==> config.mk <==
export PLATFORM = sky130hd
export DESIGN_NAME = clk_mode_ctrl
export DESIGN_NICKNAME = d
export VERILOG_FILES = /design/src/rtl/clk_mode_ctrl.sv
export SDC_FILE = /design/constraint.sdc
export NUM_CORES = 1
export LEC_CHECK = 0
export BUFFER_PORTS_ARGS = -buffer_cell sky130_fd_sc_hd__buf_2
export CAP_MARGIN = 15
export CORE_UTILIZATION = 35
export CTS_CLUSTER_DIAMETER = 150
export DETAILED_ROUTE_END_ITERATION = 6
export SYNTH_ARGS = -nofsm -noshare
export SYNTH_HDL_FRONTEND = slang
export SYNTH_SLANG_ARGS = --single-unit
==> constraint.sdc <==
create_clock -name clk -period 3.1 [get_ports clk]
set_clock_uncertainty 0.15 [all_clocks]
set_input_delay 0.31 -clock clk [delete_from_list [all_inputs] [get_ports clk]]
set_output_delay 0.31 -clock clk [all_outputs]
set_load 0.03 [all_outputs]
==> src/rtl/clk_mode_ctrl.sv <==
module clk_mode_ctrl #(
  parameter int STAB_RST = 8
) (
  input  logic       clk,
  input  logic       rst_n,
  input  logic       main_tick,
  input  logic       sub_tick,
  input  logic       ring_tick,
  input  logic       pll_tick,
  input  logic       wr_en,
  input  logic [1:0] wr_addr,
  input  logic [7:0] wr_data,
  input  logic [1:0] rd_addr,
  output logic [7:0] rd_data,
  output logic       cpu_ce,
  output logic [2:0] mode
);
  localparam int SW = 6;
  localparam logic [2:0] M_HIGH = 3'd0, M_MED = 3'd1, M_PLL = 3'd2, M_LOW = 3'd3,
                         M_LOWP = 3'd4, M_RING = 3'd5, M_RINGP = 3'd6;
  localparam logic [1:0] S_MAIN = 2'd0, S_SUB = 2'd1, S_RING = 2'd2, S_PLL = 2'd3;

  function automatic logic [2:0] mode_of(input logic sub, input logic off, input logic osc,
                                         input logic pll, input logic d8, input logic [1:0] fld);
    if (sub) return off ? M_LOWP : M_LOW;
    if (osc) return off ? M_RINGP : M_RING;
    if (pll) return M_PLL;
    return (d8 || fld != 2'b00) ? M_MED : M_HIGH;
  endfunction

  function automatic logic pll_bad(input logic [2:0] from_m, input logic [2:0] to_m);
    if ((from_m == M_PLL) == (to_m == M_PLL)) return 1'b0;
    return (from_m == M_PLL) ? (to_m != M_HIGH) : (from_m != M_HIGH);
  endfunction

  logic          sub_q, off_q, osc_q, div8_q, pend_q, pend_d;
  logic [1:0]    fld_q;
  logic          drv_q, sdet_q, err_q;
  logic [SW-1:0] stab_q, scnt_q;
  logic          pen_q, psel_q, pwait_q, pfast_q;
  logic [1:0]    act_src;
  logic [3:0]    act_last, cnt_q;
  logic [2:0]    act_mode;

  wire       forced   = ~osc_q & off_q;
  wire       d8_eff   = div8_q | forced;
  wire       drv_eff  = drv_q | forced;
  wire       pll_on   = pen_q & psel_q;
  wire [2:0] cur_mode = mode_of(sub_q, off_q, osc_q, pll_on, d8_eff, fld_q);

  wire       c0_d8   = wr_data[3] | (~wr_data[2] & wr_data[1]);
  wire [2:0] c0_mode = mode_of(wr_data[0], wr_data[1], wr_data[2], pll_on, c0_d8, wr_data[5:4]);
  wire [2:0] c3_mode = mode_of(sub_q, off_q, osc_q, wr_data[0] & wr_data[1], d8_eff, fld_q);

  wire bad0 = (sdet_q && c0_mode != cur_mode)
            || pll_bad(cur_mode, c0_mode)
            || (osc_q && !sub_q && !wr_data[2] && !wr_data[0] && !d8_eff)
            || (wr_data[1] && !wr_data[0] && !wr_data[2]);
  wire bad3 = (sdet_q && c3_mode != cur_mode)
            || pll_bad(cur_mode, c3_mode)
            || (pen_q && wr_data[2] != pwait_q)
            || (!pen_q && wr_data[0] && wr_data[3] && wr_data[2]);
  wire split0 = (wr_data[3] != div8_q) && (wr_data[5:4] != fld_q);

  always_ff @(posedge clk or negedge rst_n) begin
    if (!rst_n) begin
      sub_q <= 1'b0; off_q <= 1'b0; osc_q <= 1'b0; div8_q <= 1'b1; fld_q <= 2'b00;
      pend_q <= 1'b0; pend_d <= 1'b0;
      drv_q <= 1'b1; sdet_q <= 1'b0; stab_q <= SW'(STAB_RST);
      err_q <= 1'b0; scnt_q <= '0;
      pen_q <= 1'b0; psel_q <= 1'b0; pwait_q <= 1'b1; pfast_q <= 1'b0;
    end else begin
      if (pend_q) begin
        div8_q <= pend_d;
        pend_q <= 1'b0;
      end
      if (main_tick && scnt_q != '0) scnt_q <= scnt_q - 1'b1;
      if (wr_en) begin
        case (wr_addr)
          2'd0: begin
            if (bad0) err_q <= 1'b1;
            else begin
              sub_q <= wr_data[0];
              off_q <= wr_data[1];
              osc_q <= wr_data[2];
              fld_q <= wr_data[5:4];
              if (split0) begin
                pend_q <= 1'b1;
                pend_d <= wr_data[3];
              end else div8_q <= wr_data[3];
              if (off_q && !wr_data[1]) scnt_q <= stab_q;
            end
          end
          2'd1: begin
            drv_q  <= wr_data[0];
            sdet_q <= wr_data[1];
            stab_q <= wr_data[7:2];
          end
          2'd2: if (wr_data[0]) err_q <= 1'b0;
          default: begin
            if (bad3) err_q <= 1'b1;
            else begin
              pen_q   <= wr_data[0];
              psel_q  <= wr_data[1];
              pwait_q <= wr_data[2];
              pfast_q <= wr_data[3];
            end
          end
        endcase
      end
    end
  end

  logic [3:0] ratio_last, new_last;
  logic [1:0] new_src;
  always_comb begin
    if (d8_eff) ratio_last = 4'd7;
    else begin
      case (fld_q)
        2'd0: ratio_last = 4'd0;
        2'd1: ratio_last = 4'd1;
        2'd2: ratio_last = 4'd3;
        default: ratio_last = 4'd15;
      endcase
    end
    if (sub_q) begin
      new_src = S_SUB;  new_last = 4'd0;
    end else if (osc_q) begin
      new_src = S_RING; new_last = ratio_last;
    end else if (pll_on) begin
      new_src = S_PLL;  new_last = 4'd0;
    end else begin
      new_src = S_MAIN; new_last = ratio_last;
    end
  end

  wire stab_busy = scnt_q != '0;
  wire need_main = (new_src == S_MAIN) || (new_src == S_PLL);
  wire act_en    = !stab_busy || !need_main;
  wire act_chg   = act_en && (new_src != act_src || new_last != act_last);

  logic tick;
  always_comb begin
    case (act_src)
      S_MAIN:  tick = main_tick;
      S_SUB:   tick = sub_tick;
      S_RING:  tick = ring_tick;
      default: tick = pll_tick;
    endcase
  end

  always_ff @(posedge clk or negedge rst_n) begin
    if (!rst_n) begin
      act_src <= S_MAIN; act_last <= 4'd7; act_mode <= M_MED; cnt_q <= 4'd0;
    end else begin
      if (act_en) begin
        act_src  <= new_src;
        act_last <= new_last;
        act_mode <= cur_mode;
      end
      if (act_chg) cnt_q <= 4'd0;
      else if (tick) cnt_q <= (cnt_q == act_last) ? 4'd0 : cnt_q + 4'd1;
    end
  end

  assign cpu_ce = tick && (cnt_q == act_last);
  assign mode   = act_mode;

  always_comb begin
    case (rd_addr)
      2'd0:    rd_data = {2'b00, fld_q, d8_eff, osc_q, off_q, sub_q};
      2'd1:    rd_data = {stab_q, sdet_q, drv_eff};
      2'd2:    rd_data = {7'd0, err_q};
      default: rd_data = {4'd0, pfast_q, pwait_q, psel_q, pen_q};
    endcase
  end
endmodule

==> impl_summary.txt <==
----------------------------------------------------
[Global route]
  Total routing usage reported by global routing ... 18.1%
  Number of global-route vias before repair ... 2106
  Initial antenna violation count ... 0
  Total congestion overflow ... 0
  Global-route wire length before repair ... 10800 um
  Largest net degree at the start of global routing ... 41

[Cells and area]
  Total Nets Final ... 308
  Layout fillers ... 737
  Finished layout cell area ... 3000 um2
  Area Growth Syn to Fin ... 15.5%
  Diodes inserted ... 0
  Number of cells in the finished layout apart from fillers ... 386
  Share of post-route cells with drive strength above 1 ... 32.8%

[STA]
  Final-report hold violation count ... 4
  Maximum clock frequency ... 348 MHz
  Final setup TNS ... 0 ps
  Max-slew violation count ... 0
  RSZ-0062 raised after global routing ... false
  Slew of the pin with the lowest slew margin ... 912 ps
  Final-layout worst hold slack ... -1.42 ps
  Final count of negative-setup-slack endpoints ... 0
  Period Utilization, post-route ... 92.8%
  Headroom to the max-slew limit ... 39.2%
  Minimum clock period after layout ... 2880 ps

[Detailed routing]
  Number of DRC violations after detailed routing ... 0
  DRT antenna net count ... 0
  Routed vias ... 2100
  Average wire per standard cell ... 16.2 um
  First-pass iteration count of the detailed router ... 4
  Average via count per standard cell ... 5.44
  DRC marker count from the first detailed-route iteration ... 88
  Total wire length after detailed routing ... 6250 um

[Worst setup path]
  Critical setup path kind ... reg -> reg
  Required time at the worst-slack endpoint ... 3130 ps
  Critical register-to-register path endpoint ... scnt_q[5]
  Setup slack of the most critical reg-to-reg path ... 220 ps
  Arr. time, crit path ... 2910 ps
  Critical path startpoint ... sub_q
  Worst setup path end ... scnt_q[5]
  CP Capture Type ... flop
  Startpoint of the most critical register-to-register path ... sub_q
  Nature of the critical path startpoint ... flop
  Number of cells traversed by the worst register-to-register path ... 7
  Crit Path Max Fanout ... 9

[Hold path]
  Class of the tightest hold or removal check ... in -> async

[Placement]
  HPWL Detailed ... 4580 um
  Post-placement cell count ... 378
  GP Congestion ... 0.869
  IO buf count ... 30
  Dpl cell area ... 2870 um2

[CTS]
  Buffer cell driving the clock tree root ... clkbuf_8
  Clock sink count ... 40
  CTS tree ... yes
  Post-cts sizing count ... 0
  Worst-path clk slew ... 80 ps
  CTS Hold Buffers Added ... 0
  Buffer depth of the longest clock path ... 2
  Post-CTS setup-driven buffer insertion count ... 0
  Clock latency on the worst-skew pair ... 290 ps
  CTS H-tree depth ... 2
  Number of buffers added by the clock tree synthesis step ... 5

[Pwr]
  Total power divided by cell area ... 956 nW/um2
  Post-layout power ... 2870 uW
  Leakage power summed over all cells ... 0.00125 uW
  Max rail drop VDD ... 0.401 mV

[Logic synthesis]
  Number of enable-type register cells in the synthesized netlist ... 0
  Portion of synthesized cell area occupied by the leading cell type ... 30.9%
  Sequential cell area fraction in the yosys report ... 39.0%
  Leading area contributor after synthesis ... dfrtp_1
  Most numerous cell types in the synthesized netlist ... dfrtp_1, mux2_2, nand2_1
  Syn nets ... 278
  Post-synthesis sequential element count ... 40
  Leading cell types by total area after synthesis ... dfrtp_1, mux2_2, dfstp_2
  Count of cell types in the netlist ... 57
  Post-synthesis cell area ... 2590 um2
  Top FF cell, synth ... dfrtp_1
  Share of synthesized registers carrying an async set or reset ... 100%
  Count of warnings emitted by yosys ... 0
  Cell count after synthesis ... 256
  Top-count cell post-synth ... dfrtp_1
  Average footprint of a synthesized cell ... 10.1 um2

[Die]
  Vert. Die Dim ... 88.1 um
  Effective utilization at floorplan ... 36.0%
  Width of the die ... 88.1 um
  Placement Rows ... 31
  I/O pin count ... 31
  Die footprint ... 7760 um2
  Core region area ... 7210 um2

[Run status]
  Failing checks ... hold timing
  Status ... finished with violations

[Flow run]
  Max-cap violation count ... 0

----------------------------------------------------
[worst max-delay path, stage by stage (launching register included)]
cell,delay [ps]
dfrtp_1,500
buf_4,220
or3b_1,340
a211o_1,310
a21oi_2,210
o32ai_4,140
nor4b_4,500
mux2_2,390
[metrics by stage]
stage	setup slack (ps)	hold slack (ps)	utilization, %
finish	225	-1.42	41.5
CTS	221	32.3	41.5
detailed placement	241	327	39.8
floorplan	533	-136	-
global route	91.2	65.6	41.5
global placement	301	326	39.8
[layer usage]
layer,GRT usage (%),share of wire [%]
met1,24.6,47
met2,29.7,48
met4,5.13,0.96
met5,0,0
met3,3.30,4.0
[worst min-delay path by stage]
stage	depth (start not counted)	endpoint	slack (ps)	from
after floorplan	0	act_last[3]	-140	rst_n
after global placement	2	mode[1]	330	mode[1]
after detailed placement	2	mode[1]	330	mode[1]
after CTS	1	sub_q	30	rst_n
after global routing	1	psel_q	70	rst_n
final	1	stab_q[4]	-1	rst_n
[logic make-up (layout without fill, tap and decap cells)]
| group | count (synthesis) | after routing | share of synthesized area (%) |
|---|---|---|---|
| simple gates | 83 | 83 | 19.1 |
| mux | 36 | 36 | 16.2 |
| buf+inv | 26 | 57 | 4.10 |
| flops | 40 | 40 | 39.0 |
| xor+xnor | 16 | 16 | 5.40 |
| fa+ha+maj | 3 | 3 | 1.45 |
| compound gates | 52 | 52 | 14.9 |
[layout make-up]
type / count / area (um2) / area share [%]
clock buffers: 7 / 96.3 / 3.22
clock inverters: 1 / 30.0 / 1.00
inverters: 9 / 33.8 / 1.13
multi-input cells: 190 / 1480 / 49.3
flip-flops and latches: 40 / 1010 / 33.7
well taps: 99 / 124 / 4.13
repair buffers: 40 / 225 / 7.52
[report_power, final]
part / internal, uW / switching [uW] / total [uW]
Combinational: 642 / 758 / 1400
Clock: 284 / 189 / 474
Sequential: 754 / 239 / 992
[flip-flops by register name (all words and copies together) (netlist names)]
register	flops
psel_q	1
act_src	2
cnt_q	4
pen_q	1
sdet_q	1
pend_q	1
pfast_q	1
sub_q	1
mode	3
stab_q	6
drv_q	1
div8_q	1
osc_q	1
act_last	4
scnt_q	6
pwait_q	1
off_q	1
err_q	1
fld_q	2
pend_d	1
[placed cells by master, fill, tap and decap left out, types with 2 or more instances in the layout]
| cell | count |
|---|---|
| a211o_1 | 2 |
| a211oi_1 | 5 |
| a21oi_1 | 5 |
| a32oi_1 | 3 |
| buf_2 | 30 |
| buf_4 | 10 |
| clkbuf_8 | 7 |
| dfrtp_1 | 32 |
| dfstp_2 | 8 |
| ha_1 | 3 |
| inv_1 | 9 |
| mux2_2 | 27 |
| mux2i_1 | 7 |
| mux4_2 | 2 |
| nand2_1 | 15 |
| nand2b_1 | 5 |
| nand3_1 | 7 |
| nand3b_1 | 2 |
| nand4b_1 | 3 |
| nor2_1 | 14 |
| nor2b_1 | 3 |
| nor3_1 | 9 |
| nor3b_1 | 4 |
| nor4_1 | 6 |
| nor4b_1 | 2 |
| o21ai_0 | 14 |
| o31ai_1 | 6 |
| or2_2 | 3 |
| or3_1 | 2 |
| xnor2_1 | 5 |
| xor2_1 | 11 |
Note: power is estimated with default switching activity, not from simulation.
